$ cat config.mk
export PLATFORM = sky130hd
export DESIGN_NAME = adc_scan_master
export DESIGN_NICKNAME = d
export VERILOG_FILES = /design/src/rtl/adc_scan_master.sv
export SDC_FILE = /design/constraint.sdc
export NUM_CORES = 1
export LEC_CHECK = 0
export BUFFER_PORTS_ARGS = -buffer_cell sky130_fd_sc_hd__buf_2
export CORE_ASPECT_RATIO = 1.5
export CORE_MARGIN = 1.5
export CORE_UTILIZATION = 52
export DETAILED_ROUTE_END_ITERATION = 6
export PLACE_DENSITY = 0.76
export REMOVE_ABC_BUFFERS = 1
export SYNTH_ARGS = -nofsm -noshare
export SYNTH_HDL_FRONTEND = slang
export SYNTH_SLANG_ARGS = --single-unit
export TNS_END_PERCENT = 100
$ cat constraint.sdc
create_clock -name clk -period 3.5 [get_ports clk]
set_input_delay 0.35 -clock clk [delete_from_list [all_inputs] [get_ports clk]]
set_output_delay 0.35 -clock clk [all_outputs]
set_load 0.02 [all_outputs]
$ cat src/rtl/adc_scan_master.sv
module adc_scan_master #(
  parameter int NCH        = 8,
  parameter int CHW        = $clog2(NCH),
  parameter int FRAME_BITS = 16,
  parameter int RESW       = 12,
  parameter int ADDR_LSB   = 10,
  parameter int DIVW       = 8
) (
  input  logic                  clk,
  input  logic                  rst_n,
  input  logic                  enable,
  input  logic                  scan_mode,
  input  logic [CHW-1:0]        single_ch,
  input  logic [NCH-1:0]        ch_mask,
  input  logic [FRAME_BITS-1:0] cfg_word,
  input  logic [DIVW-1:0]       div_half,
  output logic                  sclk,
  output logic                  cs_n,
  output logic                  mosi,
  input  logic                  miso,
  output logic                  res_valid,
  input  logic                  res_ready,
  output logic [RESW-1:0]       res_data,
  output logic [CHW-1:0]        res_ch,
  output logic                  res_err
);
  localparam int HALVES = 2 * FRAME_BITS;
  localparam int LAST   = HALVES + 2;
  localparam int HW     = $clog2(LAST + 1);

  logic                  busy, primed, mode_q, drop;
  logic [HW-1:0]         hcnt;
  logic [DIVW-1:0]       dcnt;
  logic [FRAME_BITS-1:0] shreg, rx, cmd;
  logic [CHW-1:0]        last_ch, frame_ch, prev_ch, scan_next, next_ch;
  logic                  found, have_ch, start, tick;
  logic [DIVW-1:0]       div_eff;

  assign div_eff = (div_half == '0) ? DIVW'(1) : div_half;
  assign tick    = busy && (dcnt >= div_eff - DIVW'(1));
  assign mosi    = shreg[FRAME_BITS-1];
  assign next_ch = scan_mode ? scan_next : single_ch;
  assign have_ch = scan_mode ? |ch_mask : 1'b1;
  assign start   = !busy && enable && !res_valid && have_ch;

  always_comb begin
    logic [CHW-1:0] idx;
    scan_next = last_ch;
    found     = 1'b0;
    for (int i = 1; i <= NCH; i++) begin
      idx = last_ch + CHW'(i);
      if (!found && ch_mask[idx]) begin
        scan_next = idx;
        found     = 1'b1;
      end
    end
  end

  always_comb begin
    cmd = cfg_word & ~(FRAME_BITS'({CHW{1'b1}}) << ADDR_LSB);
    cmd = cmd | (FRAME_BITS'(next_ch) << ADDR_LSB);
  end

  always_ff @(posedge clk or negedge rst_n) begin
    if (!rst_n) begin
      busy      <= 1'b0;
      primed    <= 1'b0;
      mode_q    <= 1'b0;
      drop      <= 1'b1;
      hcnt      <= '0;
      dcnt      <= '0;
      shreg     <= '0;
      rx        <= '0;
      last_ch   <= '0;
      frame_ch  <= '0;
      prev_ch   <= '0;
      sclk      <= 1'b1;
      cs_n      <= 1'b1;
      res_valid <= 1'b0;
      res_data  <= '0;
      res_ch    <= '0;
      res_err   <= 1'b0;
    end else begin
      if (res_valid && res_ready) res_valid <= 1'b0;
      if (start) begin
        busy     <= 1'b1;
        cs_n     <= 1'b0;
        sclk     <= 1'b1;
        shreg    <= cmd;
        hcnt     <= '0;
        dcnt     <= '0;
        frame_ch <= next_ch;
        last_ch  <= next_ch;
        drop     <= !primed || (scan_mode != mode_q);
        mode_q   <= scan_mode;
        primed   <= 1'b1;
      end else if (busy) begin
        dcnt <= tick ? '0 : dcnt + DIVW'(1);
        if (tick) begin
          hcnt <= hcnt + HW'(1);
          if (hcnt < HW'(HALVES)) begin
            sclk <= ~sclk;
            if (hcnt[0]) rx <= {rx[FRAME_BITS-2:0], miso};
            else if (hcnt != '0) shreg <= {shreg[FRAME_BITS-2:0], 1'b0};
          end
          if (hcnt == HW'(HALVES)) begin
            cs_n    <= 1'b1;
            prev_ch <= frame_ch;
            if (!drop) begin
              res_valid <= 1'b1;
              res_data  <= rx[RESW-1:0];
              res_err   <= |rx[FRAME_BITS-1:RESW];
              res_ch    <= prev_ch;
            end
          end
          if (hcnt == HW'(LAST)) busy <= 1'b0;
        end
      end
    end
  end
endmodule

==> flow_summary_export.csv <==
group,metric,value,unit
sta,setup_viol,0,
floorplan,fp.dieW,77.5,um
sta,timing.fmax,318,MHz
worst_setup_path,r2r-end,"frame_ch[1]",
clock_network,cts_hold_buf,0,
detailed_routing,via_per_inst,5.76,
grt,antenna_found_initial,0,
grt,grt_max_degree,76,
sta,fin_setup_tns,0,ps
worst_setup_path,r2r-start,"frame_ch[0]",
clock_network,post_cts_buffers,0,
final_layout,drive_gt1_frac,0.294,
sta,hold_violations,0,
synth,avgSynthCellArea,10.5,um^2
synth,synthTopCellsByArea,"dfrtp_1 42%, mux2_2 10%, mux2i_1 6.7%",
power,finalPower,3930,uW
sta,worstMarginPinSlew,899,ps
power,peakVddDrop,655,uV
synth,yosysSeqAreaShare,0.435,
detailed_routing,wire_per_inst,14.9,um
final_layout,fin_util,0.637,
power,leakagePower,0.00257,uW
floorplan,core,0.00806,mm^2
grt,first_global_vias,3288,
detailed_routing,firstDrtPassIters,4,
synth,yosysUniqueCellTypes,55,
sta,finalCriticalPeriod,3150,ps
detailed_routing,drt-total-wl,8720,um
flow_run,maxCapViolations,0,
place,port_buffers,57,
worst_setup_path,crit_path_max_fanout,17,
detailed_routing,remaining_drc_errors,0,
final_layout,num_antenna_cells,0,
worst_setup_path,cp.arrival,3360,ps
final_layout,final_cell_mix,"72 x dfrtp_1, 56 x buf_2, 44 x nand2_1, 39 x mux2_2, 29 x mux2i_1",
synth,netlist.area_leader.share,0.417,
min_path,hold_path.class,"in -> async",
clock_network,cts_max_level,3,
worst_setup_path,critPathKind,"in -> reg",
clock_network,post_cts_resize_count,0,
final_layout,synthToLayoutAreaGrowth,18.8,%
place,place_congestion,0.912,
sta,layout_setup_ws,354,ps
floorplan,die_h,115,um
clock_network,numCtsBuffers,9,
sta,skew,6.80,ps
worst_setup_path,r2r_setup_slack,540,ps
clock_network,clk_path_buf_depth,2,
clock_network,path_clk_slew,60,ps
synth,synth_edf_count,0,
place,post-place-ws,32.7,ps
clock_network,cts_sinks,75,
clock_network,cts_tree,"done",
synth,synth_largest_area_cell,"dfrtp_1",
place,hpwl,6440,um
detailed_routing,ant_nets,0,
synth,syn_inst,411,
synth,async_flop_share,1.00,
power,power_density,765,mW/mm^2
floorplan,io_pins,61,
clock_network,cts-root-buf,"clkbuf_16",
sta,period_share,0.899,
worst_setup_path,reg2reg_depth,9,
final_layout,layout_commonest_cell,"dfrtp_1",
final_layout,layout.nets,531,
floorplan,rows,40,
worst_setup_path,cp-start-kind,"input pin",
run_status,run_status,"complete, no violations",
worst_setup_path,worstPathRequired,3710,ps
worst_setup_path,end_kind,"flip-flop",
synth,ys.flop_type,"dfrtp_1",
worst_setup_path,timing.critical_path.from,"div_half[2]",
detailed_routing,drtIter0Drc,142,
synth,mappedNetlistArea,0.00432,mm^2
grt,track_usage,0.219,
grt,grt_pass1_wl,15100,um
final_layout,layout.cells.non_filler,585,
sta,rsz0062_at_grt,"false",
floorplan,die_area,0.00888,mm^2
sta,slew_violations,0,
grt,grt_overflow,0,
clock_network,insertion_delay,330,ps
place,dp_cells,569,
sta,max_slew_margin,0.401,
synth,yosys_warnings,0,
detailed_routing,vias,3367,
synth,synth-seq-cells,75,
floorplan,start_util,0.537,
[report_power, final]
group | internal, uW | leakage (uW) | switching [uW] | total (uW)
logic | 810 | 0.00143 | 895 | 1710
registers | 1070 | 0.000981 | 161 | 1230
clock network | 661 | 0.000159 | 336 | 997
[flip-flops by register name, summed over array words and instances, names as in the netlist, 3 cells and up]
name / flops
shreg: 16
prev_ch: 3
res_ch: 3
frame_ch: 3
hcnt: 6
rx: 16
dcnt: 8
res_data: 12
[logic make-up after synthesis]
logic type | synth area share
simple gates | 0.131
compound gates | 0.124
mux | 0.213
flops | 0.435
buf+inv | 0.0275
fa+ha+maj | 0.0434
xor+xnor | 0.0263
[critical path, stage by stage]
cell and delay [ps]:
buf_2 120, nor4_1 360, nand2_1 120, nor2_1 100
nor2_1 70, ha_1 290, ha_1 280, a21o_1 100
a21o_1 100, a21oi_1 60, o21ai_1 350, nand4_1 190
or3_1 390, buf_12 170, mux2_2 270
[cell type report]
type	instances	area [um^2]
Fill cell	630	2920
Inverter	10	37.5
Clock buffer	12	256
Clock inverter	4	72.6
Sequential cell	75	1880
Timing Repair Buffer	72	425
Tap cell	105	131
Multi-Input combinational cell	307	2330
[through the flow]
stage,hold slack (ps),area [um^2]
floorplan,54.4,4240
global placement,398,4810
detailed placement,400,4810
CTS,182,5140
global route,202,5140
finish,141,5140
[Yosys cell counts, types with 2 or more instances]
cell type,instances
a211o_1,2
dfstp_2,3
or4_1,2
mux2_4,2
inv_1,10
nand2b_1,12
nor2b_1,2
clkbuf_1,15
a22oi_1,2
or3_1,3
and3_1,5
nor2_1,25
a22o_1,2
o211ai_1,3
a211oi_1,5
mux2_2,39
ha_1,15
buf_2,2
nand4_1,3
mux2i_1,29
nand3_1,10
o21ai_0,25
xor2_1,5
nand2_1,44
dfrtp_1,72
a21o_1,2
nor3b_1,2
and2_1,2
nor3_1,6
a21oi_1,14
mux4_2,6
a31oi_1,9
xnor2_1,8
o31ai_1,4
[worst max path at each step]
stage               cells after the start  slack, ps          end
floorplan                              13         60    shreg[11]
global placement                       15         70  res_data[1]
detailed placement                     15         30  res_data[9]
CTS                                    15        360  res_data[9]
global route                           15         20  res_data[1]
finish                                 15        350    res_ch[2]
[routing by layer]
metal  global-route usage  part of all wire  vias up
li1                     -                 -     1626
met1                0.261              0.42     1659
met2                0.370              0.52       65
met3               0.0518             0.034       17
met4                0.108             0.027        0
met5                    0                 0        -
Power figures use the tool's default switching activity.
